--- config.mk ---
export PLATFORM = sky130hd
export DESIGN_NAME = hw_dual_mac
export DESIGN_NICKNAME = d
export VERILOG_FILES = /design/src/rtl/hmac_pkg.sv /design/src/rtl/hmac_mul.sv /design/src/rtl/hmac_satadd.sv /design/src/rtl/hmac_lane.sv /design/src/rtl/hw_dual_mac.sv
export SDC_FILE = /design/constraint.sdc
export NUM_CORES = 2
export LEC_CHECK = 0
export ABC_AREA = 1
export BUFFER_PORTS_ARGS = -buffer_cell sky130_fd_sc_hd__buf_2
export CAP_MARGIN = 10
export CORE_UTILIZATION = 45
export DETAILED_ROUTE_END_ITERATION = 8
export PLACE_DENSITY = 0.59
export RECOVER_POWER = 50
export SLEW_MARGIN = 0
export SYNTH_ARGS = -nofsm -noshare
export SYNTH_HDL_FRONTEND = slang
export SYNTH_SLANG_ARGS = --single-unit
--- constraint.sdc ---
create_clock -name clk -period 21.4 [get_ports clk]
set_clock_uncertainty 0.15 [all_clocks]
set_input_delay 1.07 -clock clk [delete_from_list [all_inputs] [get_ports clk]]
set_output_delay 1.07 -clock clk [all_outputs]
set_load 0.03 [all_outputs]
--- src/rtl/hmac_pkg.sv ---
package hmac_pkg;

    typedef enum logic [1:0] {
        OP_SACC = 2'b00,
        OP_SNEG = 2'b01,
        OP_UMUL = 2'b10,
        OP_UACC = 2'b11
    } hmac_op_e;

    function automatic logic op_is_signed(input hmac_op_e op);
        return (op == OP_SACC) || (op == OP_SNEG);
    endfunction

    function automatic logic op_loads_acc(input hmac_op_e op);
        return op != OP_UMUL;
    endfunction

endpackage

--- src/rtl/hmac_mul.sv ---
module hmac_mul #(
    parameter int EW = 16
) (
    input  logic [EW-1:0]   mul_a,
    input  logic [EW-1:0]   mul_b,
    input  logic            sgn,
    output logic [2*EW-1:0] prod
);
    localparam int PW = 2 * EW;

    logic signed [PW-1:0] prod_s;
    logic        [PW-1:0] prod_u;

    always_comb begin
        prod_s = $signed({{EW{mul_a[EW-1]}}, mul_a}) * $signed({{EW{mul_b[EW-1]}}, mul_b});
        prod_u = {{EW{1'b0}}, mul_a} * {{EW{1'b0}}, mul_b};
        prod   = sgn ? prod_s : prod_u;
    end
endmodule

--- src/rtl/hmac_satadd.sv ---
module hmac_satadd #(
    parameter int W = 32
) (
    input  logic [W-1:0] acc_w,
    input  logic [W-1:0] prod_w,
    input  logic         neg,
    output logic [W-1:0] sum_w,
    output logic         ovf
);
    localparam logic [W-1:0] MAX_POS = {1'b0, {(W-1){1'b1}}};
    localparam logic [W-1:0] MIN_NEG = {1'b1, {(W-1){1'b0}}};

    logic [W:0] ext_acc;
    logic [W:0] ext_prod;
    logic [W:0] wide_d;

    always_comb begin
        ext_acc  = {acc_w[W-1], acc_w};
        ext_prod = {prod_w[W-1], prod_w};
        wide_d   = neg ? (ext_acc - ext_prod) : (ext_acc + ext_prod);
        // the two bits around the sign disagree only when the result left the range
        ovf      = wide_d[W] ^ wide_d[W-1];
        if (ovf) begin
            sum_w = wide_d[W] ? MIN_NEG : MAX_POS;
        end else begin
            sum_w = wide_d[W-1:0];
        end
    end
endmodule

--- src/rtl/hmac_lane.sv ---
module hmac_lane
    import hmac_pkg::*;
#(
    parameter int EW = 16
) (
    input  hmac_op_e          op,
    input  logic [EW-1:0]     elem_a,
    input  logic [EW-1:0]     elem_b,
    input  logic [2*EW-1:0]   acc_w,
    output logic [2*EW-1:0]   res_w,
    output logic              ovf
);
    localparam int LW = 2 * EW;

    logic          sgn;
    logic [LW-1:0] prod;
    logic [LW-1:0] sat_sum;
    logic          sat_ovf;

    assign sgn = op_is_signed(op);

    hmac_mul #(.EW(EW)) u_mul (
        .mul_a (elem_a),
        .mul_b (elem_b),
        .sgn   (sgn),
        .prod  (prod)
    );

    hmac_satadd #(.W(LW)) u_sat (
        .acc_w  (acc_w),
        .prod_w (prod),
        .neg    (op == OP_SNEG),
        .sum_w  (sat_sum),
        .ovf    (sat_ovf)
    );

    always_comb begin
        res_w = sgn ? sat_sum : prod;
        ovf   = sgn & sat_ovf;
    end
endmodule

--- src/rtl/hw_dual_mac.sv ---
module hw_dual_mac
    import hmac_pkg::*;
#(
    parameter int ELEM_W = 16,
    parameter int LANES  = 2
) (
    input  logic                          clk,
    input  logic                          rst,
    input  logic                          vld_i,
    input  logic [1:0]                    op_i,
    input  logic [LANES*2*ELEM_W-1:0]     src_a_i,
    input  logic [LANES*2*ELEM_W-1:0]     src_b_i,
    output logic [LANES*2*ELEM_W-1:0]     res_o,
    output logic [LANES*2*ELEM_W-1:0]     acc_o,
    output logic [LANES-1:0]              ov_o,
    output logic [LANES-1:0]              sov_o
);
    localparam int LANE_W = 2 * ELEM_W;
    localparam int DATA_W = LANES * LANE_W;
    localparam logic [LANE_W-1:0] LANE_MAX = {1'b0, {(LANE_W-1){1'b1}}};
    localparam logic [LANE_W-1:0] LANE_MIN = {1'b1, {(LANE_W-1){1'b0}}};

    typedef struct packed {
        logic [DATA_W-1:0] acc;
        logic [LANES-1:0]  ov;
        logic [LANES-1:0]  sov;
    } mac_state_t;

    mac_state_t state_d, state_q;
    hmac_op_e   op_sel;
    logic [DATA_W-1:0] res_all;
    logic [LANES-1:0]  lane_ovf;

    assign op_sel = hmac_op_e'(op_i);

    for (genvar g = 0; g < LANES; g++) begin : g_lane
        hmac_lane #(.EW(ELEM_W)) u_lane (
            .op     (op_sel),
            .elem_a (src_a_i[g*LANE_W +: ELEM_W]),
            .elem_b (src_b_i[g*LANE_W +: ELEM_W]),
            .acc_w  (state_q.acc[g*LANE_W +: LANE_W]),
            .res_w  (res_all[g*LANE_W +: LANE_W]),
            .ovf    (lane_ovf[g])
        );

        // a flagged lane holds one of the two clamp values
        assert_sat_extreme_R5: assert property (@(posedge clk) disable iff (rst)
            (vld_i && !op_i[1]) |=> (!ov_o[g] ||
                acc_o[g*LANE_W +: LANE_W] == LANE_MAX ||
                acc_o[g*LANE_W +: LANE_W] == LANE_MIN));
    end

    always_comb begin
        state_d = state_q;
        if (vld_i) begin
            if (op_is_signed(op_sel)) begin
                state_d.acc = res_all;
                state_d.ov  = lane_ovf;
                state_d.sov = state_q.sov | lane_ovf;
            end else if (op_loads_acc(op_sel)) begin
                state_d.acc = res_all;
            end
        end
    end

    always_ff @(posedge clk) begin
        if (rst) begin
            state_q <= '0;
        end else begin
            state_q <= state_d;
        end
    end

    assign res_o = res_all;
    assign acc_o = state_q.acc;
    assign ov_o  = state_q.ov;
    assign sov_o = state_q.sov;

    assert_reset_clear_R1: assert property (@(posedge clk)
        rst |=> (acc_o == '0 && ov_o == '0 && sov_o == '0));

    assert_signed_load_R6: assert property (@(posedge clk) disable iff (rst)
        (vld_i && !op_i[1]) |=> (acc_o == $past(res_o)));

    assert_sticky_hold_R7: assert property (@(posedge clk) disable iff (rst)
        1'b1 |=> ((sov_o & $past(sov_o)) == $past(sov_o)));

    assert_sticky_cover_R7: assert property (@(posedge clk) disable iff (rst)
        (vld_i && !op_i[1]) |=> ((ov_o & ~sov_o) == '0));

    assert_unsigned_flags_R8: assert property (@(posedge clk) disable iff (rst)
        (vld_i && op_i[1]) |=> ($stable(ov_o) && $stable(sov_o)));

    assert_plain_keeps_acc_R8: assert property (@(posedge clk) disable iff (rst)
        (vld_i && op_i == 2'b10) |=> $stable(acc_o));

    assert_uacc_load_R9: assert property (@(posedge clk) disable iff (rst)
        (vld_i && op_i == 2'b11) |=> (acc_o == $past(res_o)));

    assert_idle_hold_R10: assert property (@(posedge clk) disable iff (rst)
        !vld_i |=> ($stable(acc_o) && $stable(ov_o) && $stable(sov_o)));
endmodule

==> key figures <==
Global route
  • Aggregate global-route resource usage: 0.2782
  • Vias in the first global route: ~40,000
  • Maximum number of pins on one net before global-route repair: 68
  • Gr ovfl total: 0
  • First-pass GRT wire length: 208,000 um
  • Initial antenna violation count: 8

Timing
  • Final hold viol count: 0
  • Max Slew Vio Count: 0
  • Worst slew pin tran: ~1200 ps
  • Fin Setup TNS: 0 ps
  • Post-route clock period utilization: 0.6045
  • Setup violators final: 0
  • RSZ-0062 raised after global routing: false
  • Setup ws final: 8464 ps
  • Max Clk Rate: between 0.07 and 0.08 GHz
  • Headroom to the max-slew limit: 0.1908
  • Fin crit period: approximately 13,000 ps

Clocking
  • CTS root buffer: clkbuf_16
  • Hold-fix buffers, CTS: 0
  • CTS Buffer Depth: 2
  • Clk_lat worst skew: about 360 ps
  • CTS Sinks: 68
  • Post-CTS setup buffers: 0
  • CTS-repair resized insts: 0
  • Clk slew on worst S/H paths: about 60 ps
  • Num CTS Buffers: 9
  • H-tree lvl count: 3
  • CTS tree: yes

Routing
  • Met1 WL: approximately 53,000 um
  • Starting DRC count in detailed routing: 2,294
  • Top Metal Used: met5
  • Wirelength per Cell: between 15 and 20 um
  • DRC errors left: 0
  • Via count: roughly 38,000
  • 1st-pass router iterations: 5
  • WL met3: around 4300 um
  • Via density per instance: 4.940
  • Antenna Nets Post-Route: 0
  • Met2 WL: about 67,000 um
  • Final Routed Wirelength: 128,300 um

Place
  • Pre-CTS setup slack: around 8800 ps
  • Area post-placement: between 40,000 and 50,000 um2
  • RD Place Congestion: ~0.96
  • Placed cells: around 7,600
  • Dpl hpwl: about 110,000 um
  • IO buf count: 200

Final layout
  • Final net count: about 7,600
  • Area of the multi-input gates: between 30,000 and 40,000 um2
  • Share of layout cells above drive strength 1: 0.04190
  • Fillers: just under 10,000
  • Fin area: around 45,000 um2
  • Layout area overhead: 4.875%
  • Register area: between 1000 and 1500 um2
  • Finished Layout Cells: around 7,600

Logic synthesis
  • Top cell type by total area after synthesis: fa_1
  • Post-synth cell types: 48
  • Number of enable flip-flop cells after synthesis: 0
  • Most instantiated library cell after synthesis: nand2_1
  • Top cell type's share of synthesized area: 0.3441
  • Flops & latches, synth: slightly below 70
  • Synth top area cells: fa_1 34%, nand2_1 16%, inv_1 16%
  • Asr flop ratio synth: 0
  • Mapped Nets: roughly 7,500
  • Post-Syn Area: between 40,000 and 50,000 um2
  • Syn. warnings: 0
  • Cells after Synth: ~6,300
  • Syn_area_per_cell: 6.731 um2
  • Sequential element share of the synthesized area: 0.03205
  • Top post-synthesis cells by count: 1,818 x nand2_1, 1,788 x inv_1, 730 x fa_1, 374 x ha_1, 273 x nand3_1
  • Ys flop type: dfxtp_1

Setup path
  • Crit path top cell by count: nand2_1
  • Crit start category: input pin
  • Slowest stage delay, CP: ~870 ps
  • Critical Path End Type: output port
  • Critical path class: in -> out
  • Cell at the slowest stage of the critical path: nand2_1
  • WP data arrival: around 12,000 ps
  • Worst Path Required: just over 20,000 ps
  • Critical path fanouts, max: 32

Die
  • IO Count: between 200 and 300
  • # rows: 112
  • Die height: approximately 310 um
  • Initial Util: 0.4544
  • Die W: between 300 and 400 um
  • Area of the core: around 93,000 um2
  • DIE AREA: 95,610 um2

Hold path
  • Worst Hold Class: reg -> reg

Flow run
  • Max-cap violation count: 0

Status
  • Status: finished, final reports clean
==> cells in the final DEF, fill, tap and decap left out, types with 12 or more instances in the layout <==
master	netlist	final
nand2_1	1818	1819
inv_1	1788	1788
fa_1	730	730
ha_1	374	374
nand3_1	273	273
nor2_1	259	259
a21oi_1	191	195
o21ai_0	136	136
buf_2	16	131
xor2_1	102	102
nand4_1	84	84
clkbuf_1	151	69
dfxtp_1	68	68
xnor2_1	42	42
nor3_1	33	33
inv_2	29	28
nor2_2	23	23
nand3b_1	21	21
nand3_2	15	15
o21bai_1	15	15
o21ai_1	14	14
nand2_2	14	12
==> path summary, 6_finish.rpt <==
path              cells past startpoint  slack [ps]                     end             startpoint
setup reg to reg                     21       16760  acc_o[29]$_SDFFE_PP0P_  acc_o[0]$_SDFFE_PP0P_
setup / recovery                     43        8460               res_o[29]             src_b_i[1]
hold / removal                        2         310   sov_o[0]$_SDFFE_PP0P_  sov_o[0]$_SDFFE_PP0P_
hold reg to reg                       2         310   sov_o[0]$_SDFFE_PP0P_  sov_o[0]$_SDFFE_PP0P_
==> per-stage QoR <==
step	utilization	hold WS, ps
final	0.4765	306.0
after global placement	0.4743	286.5
after global routing	0.4765	318.7
after CTS	0.4776	303.2
after detailed placement	0.4743	293.3
after floorplan	-	418.7
==> worst max-delay path: cells and delay by family <==
kind / cells / cell delay [ps]
AO/OA/AOI/OAI: 1 / 160
adder cells (fa/ha/maj): 8 / 3840
XOR/XNOR: 2 / 370
AND/OR/NAND/NOR: 25 / 4470
buffers and inverters: 7 / 1770
==> cell families (layout without fill, tap and decap cells) <==
logic type,count (synthesis),after routing,share of synthesized area
xor+xnor,144,144,0.02970
compound gates,408,408,0.05256
buf+inv,2003,2041,0.1789
fa+ha+maj,1104,1104,0.4543
simple gates,2583,2583,0.2525
flops,68,68,0.03205
other cells,0,5,0
==> per-layer routing <==
layer | GRT usage | up-vias
met1 | 0.3380 | 18130
met5 | 0 | -
met4 | 0.07886 | 2
li1 | - | 18460
met2 | 0.5262 | 807
met3 | 0.01598 | 186
==> cell type report <==
class	instances	share of cell area
flip-flops and latches	68	0.03056
well taps	1254	0.03522
clock inverters	7	0.001854
repair buffers	207	0.02171
clock buffers	9	0.005056
multi-input cells	4239	0.7521
inverters	1818	0.1532
diodes	5	0.0002809
==> registers in the layout (all words and copies together) (netlist names) <==
register  count
sov_o         2
acc_o        64
ov_o          2
Power is not shown: default switching activity piles up to over one toggle a cycle in this logic, so the estimate is an artifact.
